--- src/rtl/unary_pkg.sv ---
package unary_pkg;
   typedef enum logic [1:0] {
      OP_NEGX = 2'd0,
      OP_CLR  = 2'd1,
      OP_NEG  = 2'd2,
      OP_NOT  = 2'd3
   } unop_e;

   typedef enum logic [1:0] {
      SZ_BYTE = 2'd0,
      SZ_WORD = 2'd1,
      SZ_LONG = 2'd2,
      SZ_BAD  = 2'd3
   } usize_e;

   typedef struct packed {
      logic x;
      logic n;
      logic z;
      logic v;
      logic c;
   } ccr_t;
endpackage

--- src/rtl/unary_size_ctl.sv ---
module unary_size_ctl #(
   parameter int DATA_W = 32,
   parameter int LANE_W = 8,
   localparam int SH_W  = $clog2(DATA_W)
) (
   input  logic [1:0]        size_code,
   output logic [DATA_W-1:0] lane_mask,
   output logic [SH_W-1:0]   shamt,
   output logic              bad
);
   import unary_pkg::*;
   localparam int LANES = DATA_W / LANE_W;
   localparam logic [SH_W-1:0] SH_BYTE = SH_W'(DATA_W - 8);
   localparam logic [SH_W-1:0] SH_WORD = SH_W'(DATA_W - 16);

   logic [$clog2(LANES+1)-1:0] active;

   always_comb begin
      bad    = 1'b0;
      active = '0;
      shamt  = '0;
      unique case (size_code)
         SZ_BYTE: begin active = ($clog2(LANES+1))'(8 / LANE_W);  shamt = SH_BYTE; end
         SZ_WORD: begin active = ($clog2(LANES+1))'(16 / LANE_W); shamt = SH_WORD; end
         SZ_LONG: begin active = ($clog2(LANES+1))'(LANES);       shamt = '0;      end
         default: bad = 1'b1;
      endcase
   end

   for (genvar i = 0; i < LANES; i++) begin : g_lane
      assign lane_mask[i*LANE_W +: LANE_W] = (i < int'(active)) ? {LANE_W{1'b1}} : {LANE_W{1'b0}};
   end
endmodule

--- src/rtl/unary_core.sv ---
module unary_core #(
   parameter int DATA_W = 32,
   localparam int SH_W  = $clog2(DATA_W)
) (
   input  logic [1:0]          op_type,
   input  logic [DATA_W-1:0]   operand,
   input  logic [DATA_W-1:0]   lane_mask,
   input  logic [SH_W-1:0]     shamt,
   input  unary_pkg::ccr_t     ccr_in,
   output logic [DATA_W-1:0]   sized_res,
   output unary_pkg::ccr_t     ccr_out
);
   import unary_pkg::*;

   logic [DATA_W-1:0] aligned, x_al, top_mask, top;
   logic [DATA_W:0]   neg_full, negx_full;

   always_comb begin
      aligned   = operand << shamt;
      top_mask  = lane_mask << shamt;
      x_al      = {{(DATA_W-1){1'b0}}, ccr_in.x} << shamt;
      neg_full  = {(DATA_W+1){1'b0}} - {1'b0, aligned};
      negx_full = neg_full - {1'b0, x_al};
      ccr_out   = ccr_in;
      top       = '0;
      unique case (op_type)
         OP_NEGX: begin
            top       = negx_full[DATA_W-1:0];
            ccr_out.c = negx_full[DATA_W];
            ccr_out.x = negx_full[DATA_W];
            ccr_out.n = top[DATA_W-1];
            ccr_out.v = aligned[DATA_W-1] & top[DATA_W-1];
            if (top != '0) ccr_out.z = 1'b0;
         end
         OP_CLR: begin
            top       = '0;
            ccr_out.n = 1'b0;
            ccr_out.z = 1'b1;
            ccr_out.v = 1'b0;
            ccr_out.c = 1'b0;
         end
         OP_NEG: begin
            top       = neg_full[DATA_W-1:0];
            ccr_out.c = neg_full[DATA_W];
            ccr_out.x = neg_full[DATA_W];
            ccr_out.n = top[DATA_W-1];
            ccr_out.v = aligned[DATA_W-1] & top[DATA_W-1];
            ccr_out.z = (top == '0);
         end
         default: begin
            top       = ~aligned & top_mask;
            ccr_out.n = top[DATA_W-1];
            ccr_out.z = (top == '0);
            ccr_out.v = 1'b0;
            ccr_out.c = 1'b0;
         end
      endcase
      sized_res = top >> shamt;
   end
endmodule

--- src/rtl/unary_cycles.sv ---
module unary_cycles #(
   parameter int CYC_SHORT  = 4,
   parameter int CYC_LONG   = 6,
   parameter bit MEM_DOUBLE = 1'b1,
   parameter int MEM_EXTRA  = 4,
   parameter int CYC_W      = 5
) (
   input  logic [1:0]       size_code,
   input  logic             from_mem,
   output logic [CYC_W-1:0] cyc
);
   import unary_pkg::*;
   logic [CYC_W-1:0] base;

   assign base = (size_code == SZ_LONG) ? CYC_W'(CYC_LONG) : CYC_W'(CYC_SHORT);

   if (MEM_DOUBLE) begin : g_double
      assign cyc = from_mem ? (base << 1) : base;
   end else begin : g_add
      assign cyc = from_mem ? (base + CYC_W'(MEM_EXTRA)) : base;
   end
endmodule

--- src/rtl/unary_alu_exec.sv ---
module unary_alu_exec #(
   parameter int DATA_W     = 32,
   parameter int LANE_W     = 8,
   parameter int CYC_SHORT  = 4,
   parameter int CYC_LONG   = 6,
   parameter bit MEM_DOUBLE = 1'b1,
   parameter int MEM_EXTRA  = 4,
   localparam int CYC_MAX   = 2 * ((CYC_LONG > CYC_SHORT) ? CYC_LONG : CYC_SHORT) + MEM_EXTRA,
   localparam int CYC_W     = $clog2(CYC_MAX + 1),
   localparam int FLG_W     = 5
) (
   input  logic              clk,
   input  logic              rst_n,
   input  logic              start,
   input  logic [1:0]        op_type,
   input  logic [1:0]        size_code,
   input  logic [DATA_W-1:0] operand,
   input  logic [FLG_W-1:0]  ccr_in,
   input  logic              from_mem,
   output logic              done,
   output logic [DATA_W-1:0] result,
   output logic [FLG_W-1:0]  ccr_out,
   output logic              size_err,
   output logic [CYC_W-1:0]  cycles
);
   import unary_pkg::*;
   localparam int SH_W  = $clog2(DATA_W);
   localparam int LANES = DATA_W / LANE_W;

   if (DATA_W != 32) begin : g_chk_width
      $error("unary_alu_exec: DATA_W must be 32");
   end
   if (LANE_W != 8) begin : g_chk_lane
      $error("unary_alu_exec: LANE_W must be 8");
   end
   if (CYC_SHORT < 1 || CYC_LONG < CYC_SHORT) begin : g_chk_cyc
      $error("unary_alu_exec: cycle parameters out of range");
   end

   logic [DATA_W-1:0] lane_mask, sized_res, merged;
   logic [SH_W-1:0]   shamt;
   logic              bad;
   ccr_t              flg_in, flg_new;
   logic [CYC_W-1:0]  cyc_c;

   assign flg_in = ccr_t'(ccr_in);

   unary_size_ctl #(.DATA_W(DATA_W), .LANE_W(LANE_W)) i_size (
      .size_code (size_code),
      .lane_mask (lane_mask),
      .shamt     (shamt),
      .bad       (bad)
   );

   unary_core #(.DATA_W(DATA_W)) i_core (
      .op_type   (op_type),
      .operand   (operand),
      .lane_mask (lane_mask),
      .shamt     (shamt),
      .ccr_in    (flg_in),
      .sized_res (sized_res),
      .ccr_out   (flg_new)
   );

   unary_cycles #(
      .CYC_SHORT (CYC_SHORT), .CYC_LONG (CYC_LONG),
      .MEM_DOUBLE(MEM_DOUBLE), .MEM_EXTRA(MEM_EXTRA), .CYC_W(CYC_W)
   ) i_cyc (
      .size_code (size_code),
      .from_mem  (from_mem),
      .cyc       (cyc_c)
   );

   for (genvar i = 0; i < LANES; i++) begin : g_merge
      assign merged[i*LANE_W +: LANE_W] = lane_mask[i*LANE_W]
                                        ? sized_res[i*LANE_W +: LANE_W]
                                        : operand[i*LANE_W +: LANE_W];
   end

   always_ff @(posedge clk or negedge rst_n) begin
      if (!rst_n) begin
         done     <= 1'b0;
         result   <= '0;
         ccr_out  <= '0;
         size_err <= 1'b0;
         cycles   <= '0;
      end else begin
         done <= start;
         if (start) begin
            size_err <= bad;
            if (bad) begin
               result  <= operand;
               ccr_out <= ccr_in;
               cycles  <= '0;
            end else begin
               result  <= merged;
               ccr_out <= flg_new;
               cycles  <= cyc_c;
            end
         end
      end
   end
endmodule

--- config.mk ---
export PLATFORM = sky130hd
export DESIGN_NAME = unary_alu_exec
export DESIGN_NICKNAME = d
export VERILOG_FILES = /design/src/rtl/unary_pkg.sv /design/src/rtl/unary_size_ctl.sv /design/src/rtl/unary_core.sv /design/src/rtl/unary_cycles.sv /design/src/rtl/unary_alu_exec.sv
export SDC_FILE = /design/constraint.sdc
export NUM_CORES = 1
export LEC_CHECK = 0
export ABC_AREA = 1
export BUFFER_PORTS_ARGS = -buffer_cell sky130_fd_sc_hd__clkbuf_2
export CORE_ASPECT_RATIO = 1.5
export CORE_UTILIZATION = 45
export DETAILED_ROUTE_END_ITERATION = 6
export SYNTH_ARGS = -nofsm -noshare
export SYNTH_HDL_FRONTEND = slang
export SYNTH_SLANG_ARGS = --single-unit
--- constraint.sdc ---
create_clock -name clk -period 0.9 [get_ports clk]
set_input_delay 0.18 -clock clk [delete_from_list [all_inputs] [get_ports clk]]
set_output_delay 0.18 -clock clk [all_outputs]
set_load 0.005 [all_outputs]
[Word-level counts from Yosys, hierarchy flattened]
Index checks and enable logic that the tools add are counted.
Cells by class
  add/sub/neg operators: 2
  multiply operators: 0
  div/mod/pow operators: 0
  order comparisons: 4
  equal/unequal tests: 4
  shift-type cells: 4
  multiplexer cells: 20
  bitwise logic cells: 4
  reduce and logical (&&, ||, !) cells: 6
Operators with widths (number)
  32-bit one-hot mux with 3 select lines: 1
  32-bit zero test: 2
  8-bit 2-to-1 mux: 8
  32-bit by 5-bit << shifter with 32-bit output: 2
  1-bit by 32-bit subtractor with 33-bit output, first input constant: 1
  33-bit by 32-bit subtractor with 33-bit output: 1
  32-bit AND: 1
  32-bit 2-to-1 mux: 1
  32-bit inverter: 1
  32-bit nonzero test: 1
  1-bit by 5-bit << shifter with 32-bit output: 1
  32-bit by 5-bit right shift with 32-bit output: 1
  5-bit 2-to-1 mux: 3
  4-bit one-hot mux with 3 select lines: 1
  5-bit one-hot mux with 2 select lines: 1
  3-bit one-hot mux with 3 select lines: 1
  1-bit by 3-bit < comparator with 1-bit output, first input constant: 2
  2-bit by 3-bit < comparator with 1-bit output, first input constant: 2
  2-bit by 1-bit == test with 1-bit output, second input constant: 2
  2-bit == test, second input constant: 2
  2-bit zero test: 2
  3-bit OR reduction: 1
  1-bit AND: 2
  1-bit 2-to-1 mux: 2
  other kinds (2): 2
Word-level totals
  bits in registers: 44
  bits in latches: 0
  memory bits (writable): 0
  ROM bits: 0
  output and inout port bits: 44
  memories kept: 0

[Longest topological paths before layout]
  word-level depth: 10
  depth in mapped cells: 32
  depth with buffers taken out: 31

[Modules after synthesis]
A second synthesis with hierarchy kept.
Second synthesis, totals
  cells, all modules: 2374
  area, all modules: 12525.8 um2
Modules (own cells, without submodules)
  unary_core: instances 1, cells an instance 1994, area an instance 9769.4 um2
  unary_alu_exec: instances 1, cells an instance 328, area an instance 2381.0 um2
  unary_size_ctl: instances 1, cells an instance 44, area an instance 329.1 um2
  unary_cycles: instances 1, cells an instance 8, area an instance 46.3 um2

[Worst setup path after synthesis]
Ideal clock, no wire load.
  kind: input -> register
  from: in size_code[0]
  to: reg result[1]
  library setup time: 0.066 ns
  arrival: 3.417 ns
  setup slack: -2.583 ns
  cell stages on the path: 27
  buffers on the path: 1
  path through: inv_1 ha_1 nor2_4 buf_8 nand2_4 ha_1 nand2_1 nor2_2 nand2_1 nor2_4 xor2_1 ha_1 inv_1 o21ai_0 a21oi_1 nand3_1 nand2_1 nand2_1 nand2_1 nand3_1 nand2_1 nand2_1 o21ai_1 nand2_1 nand2_1 nand2_1 nand2_1
Between the ends
  cells in the longest elaborated chain, start to end: 10
  elaborated cells on any way between the ends: 25
  those cells by class: 2 x add/sub; 4 x order compare; 2 x eq/ne; 4 x shift; 9 x mux; 2 x bitwise; 2 x reduce/logical
Ends and longest elaborated chain
  start: declaration: line unary_alu_exec.sv:16  | input logic [1:0] size_code,
  parallel branches: the longest is 9 deep, another holds 1-bit by 32-bit subtractor with 33-bit output
  32-bit 2-to-1 mux *: line unary_alu_exec.sv:91  | if (bad) begin
  end signal: assignment: line unary_alu_exec.sv:92  | result <= operand;
  end signal: assignment: line unary_alu_exec.sv:96  | result <= merged;
  end: declaration: line unary_alu_exec.sv:21  | output logic [DATA_W-1:0] result,
Mark *: on every way between the ends.
A chain may end at the register's enable or synchronous reset.

[Final worst setup path]
  from: in size_code[1]
  to: reg ccr_out[2]
Between the ends
  cells in the longest elaborated chain, start to end: 9
  elaborated cells on any way between the ends: 27
  those cells by class: 2 x add/sub; 4 x order compare; 2 x eq/ne; 3 x shift; 9 x mux; 2 x bitwise; 5 x reduce/logical
Ends and longest elaborated chain
  2-bit by 1-bit == test with 1-bit output (tied with other cells): line unary_size_ctl.sv:22  | unique case (size_code)
  5-bit one-hot mux with 2 select lines or 3-bit one-hot mux with 3 select lines (tied branches): line unary_size_ctl.sv:22
  32-bit by 5-bit << shifter with 32-bit output (tied with other cells): line unary_core.sv:19  | aligned = operand << shamt;
  1-bit by 32-bit subtractor with 33-bit output or 8-bit 2-to-1 mux (tied branches): line unary_core.sv:22, unary_size_ctl.sv:31
  33-bit by 32-bit subtractor with 33-bit output or 32-bit by 5-bit << shifter with 32-bit output (tied branches): line unary_core.sv:23, unary_core.sv:20
  32-bit nonzero test or 32-bit AND (tied branches): line unary_core.sv:33, unary_core.sv:51
  1-bit 2-to-1 mux or 32-bit zero test (tied branches): line unary_core.sv:33, unary_core.sv:53
  4-bit one-hot mux with 3 select lines: line unary_core.sv:26  | unique case (op_type)
  5-bit 2-to-1 mux *: line unary_alu_exec.sv:91
  end signal: assignment: line unary_alu_exec.sv:93  | ccr_out <= ccr_in;
  end signal: assignment: line unary_alu_exec.sv:97  | ccr_out <= flg_new;
  end: declaration: line unary_alu_exec.sv:22  | output logic [FLG_W-1:0] ccr_out,
Every way passes the cells marked *; elsewhere a longest branch is shown, timed or not.

==> results.py <==
metrics = {
    "synth": {
        "synth_top_area_share_pct": 26.0,
        "synth_edf_count": 0,
        "synthFlopType": "dfrtp_1",
        "yosys.area.top_type": "nand2_1",
        "synth_top_family_by_area": "simple AND/OR/NAND/NOR gates",
        "synth_area_leaders": "nand2_1 26%, dfrtp_1 16%, nand3_1 9.8%, nor2_1 7.8%, inv_1 6.5%",
        "synth_simple_gate_area_share_pct": 54.6,
        "synthDistinctLibCells": 49,
        "synth-xor-area-share_pct": 1.23,
        "syn_area_per_cell_um2": 5.37,
        "ys_seq_area_share_pct": 16.4,
        "yosysWarnings": 0,
        "synthMuxAreaShare_pct": 0,
        "netlist_instances": 1196,
        "async_flop_share_pct": 100,
        "syn-cell-area_um2": 6430,
        "synth_compound_area_share_pct": 14.8,
        "synth_fa_ha_area_share_pct": 2.14,
        "synth_seq_cells": 42,
    },
    "power_and_ir_drop": {
        "p_per_area_nw_per_um2": 1090,
        "irDropWorstVdd_mv": 1.46,
        "power.leakage_nw": 5.55,
    },
    "floorplanning": {
        "io_pins": 89,
        "die_y_um": 148,
        "die_x_um": 99.6,
        "core_um2": 14000,
        "dieArea_um2": 14800,
        "start_util_pct": 45.9,
        "num_rows": 53,
    },
    "place": {
        "dpl.cell_count": 1762,
        "gp_congestion": 1.13,
        "place_area_um2": 9650,
        "io_buffer_count": 86,
        "dp_hpwl_um": 24900,
    },
    "run": {
        "cap_violations": 0,
    },
    "layout": {
        "layout-drive-gt1-share_pct": 43.1,
        "antenna_cells": 0,
        "nFillCells": 1154,
        "final_nets": 1653,
        "area_growth_pct": 68.2,
        "instances_no_fill": 1790,
        "design_area_um2": 10800,
    },
    "setup_path": {
        "slowest_delay_ps": 270,
        "end_kind": "flip-flop",
        "slowest_stage": "bufbuf_16",
        "required_ps": 1120,
        "criticalPathCategory": "input port to flip-flop",
        "start_kind": "input port",
        "cp_common_cell": "nand2_1",
        "critPathMaxFanout": 9,
        "cp.arrival_ps": 3640,
    },
    "drt": {
        "drt-pass1-iter-count": 5,
        "routed_via_density": 5.40,
        "drc_errors": 0,
        "routed_wirelength_um": 30900,
        "vias": 9664,
        "routed-wl-met2_um": 14800,
        "drtAntennaViolNets": 0,
        "wl_met1_um": 11900,
        "maxUsedRoutingLayer": "met4",
        "drt-initial-drc-count": 724,
        "wl_met3_um": 1830,
        "wl_per_cell_um": 17.2,
    },
    "clocking": {
        "clock-sinks": 42,
        "root_buffer": "clkbuf_16",
        "numCtsBuffers": 5,
        "cts_tree": "done",
        "clock_latency_ps": 290,
        "cts_htree_levels": 2,
        "clockBufferDepth": 2,
        "clk_pin_slew_worst_paths_ps": 60,
    },
    "sta": {
        "grt_setup_unrepaired": "yes",
        "period_share_pct": 379,
        "setup_viol": 82,
        "finClkSkew_ps": 0,
        "timing.fmax_ghz": 0.293,
        "slew_viol_final": 0,
        "hold_viol_final": 0,
        "worst_slack_ps": -2510,
        "period_needed_ps": 3410,
    },
    "global_routing": {
        "grt_max_degree": 34,
        "first_global_vias": 9401,
        "grt_usage_pct": 41.9,
        "grt_remaining_overflow": 0,
        "grt_pass1_wl_um": 47700,
        "antenna_found_initial": 0,
    },
    "run_status": {
        "violations": "setup timing",
        "status": "finished with violations",
    },
    "hold_path": {
        "hp-class": "input port to flip-flop",
    },
}
## routing by layer
metal | track usage [%] | up-vias
li1 | - | 4670
met1 | 49.4 | 4436
met2 | 71.4 | 428
met3 | 3.34 | 130
met4 | 29.6 | 0
met5 | 0 | -
## repair_timing
item                                    4_1_cts  5_1_grt
gates resized for setup                     129       79
setup buffers                                14        3
hold endpoints to repair                      7        0
pin swaps                                    75       16
cloned                                        2        0
hold buffers                                  1        0
endpoints found under the setup margin       82       82
## sequential cells by signal, summed over array words and instances (netlist names)
signal	flops
size_err	1
done	1
ccr_out	5
result	32
cycles	3
## area by class of cell
type	count	area, um^2	area share [%]
clock buffers	5	125	1.16
clock inverters	3	68.8	0.637
inverters	125	489	4.52
multi-input cells	989	5520	51.0
flip-flops and latches	42	1050	9.72
well taps	192	240	2.22
repair buffers	434	3320	30.7
## logic make-up after synthesis
group / count (synthesis)
buffers and inverters: 166
XOR/XNOR: 9
AND/OR/NAND/NOR: 807
adder cells (fa/ha/maj): 11
flip-flops: 42
other: 2
AO/OA/AOI/OAI: 159
## power breakdown
| part | internal (mW) | total [mW] | switching (mW) |
|---|---|---|---|
| registers | 2.12 | 2.27 | 0.148 |
| clock network | 1.59 | 2.39 | 0.794 |
| logic | 3.19 | 7.17 | 3.98 |
## synthesized netlist by cell type, types with 7 or more instances
cell type / count
ha_1: 11
nand2_2: 22
o211ai_1: 7
clkbuf_1: 27
nand4_1: 25
inv_1: 112
nor3_1: 7
nor2_2: 20
inv_2: 9
nand2_1: 445
dfrtp_1: 42
a31oi_1: 9
nor2_1: 134
nand3_1: 126
nor2_4: 7
o21ai_1: 19
o21ai_0: 27
xor2_1: 8
a21oi_1: 63
## path summary, 6_finish.rpt
path / start / to / slack, ps / depth (start not counted)
setup / recovery: size_code[1] / ccr_out[2]$_DFFE_PN0P_ / -2510 / 33
hold reg to reg: result[1]$_DFFE_PN0P_ / result[1]$_DFFE_PN0P_ / 480 / 2
max in group asynchronous: rst_n / result[6]$_DFFE_PN0P_ / 170 / 3
hold / removal: from_mem / cycles[1]$_DFFE_PN0P_ / 130 / 2
min in group asynchronous: rst_n / result[27]$_DFFE_PN0P_ / 290 / 2
setup reg to reg: cycles[2]$_DFFE_PN0P_ / cycles[2]$_DFFE_PN0P_ / 140 / 3
## worst max-delay path, delay by kind of cell
family	cells	cell delay (ps)
simple gates	24	2120
buf+inv	7	990
fa+ha+maj	1	210
compound gates	1	120
## layout by cell type (no fill, tap or decap), types with 30 or more instances in the layout
cell / count
nor2_2: 30
inv_1: 100
clkbuf_2: 84
nand2_2: 69
nand3_1: 99
a21oi_1: 54
nor2_1: 109
dfrtp_1: 42
nand2_1: 386
buf_4: 321
## stage by stage
step | setup TNS, ps | power [mW] | setup slack (ps) | hold slack (ps) | util (%)
6_report | -89360 | 11.8 | -2510 | 133 | 77.3
5_1_grt | -96370 | 12.5 | -2690 | 150 | 77.3
4_1_cts | -87030 | 11.4 | -2370 | 115 | 75.1
3_5_place_dp | -104730 | 8.51 | -3010 | 64.7 | 69.0
3_3_place_gp | -101790 | 8.44 | -2960 | 57.3 | 69.0
2_1_floorplan | -77770 | 5.33 | -2160 | -116 | -
(Power assumes the default switching activity.)
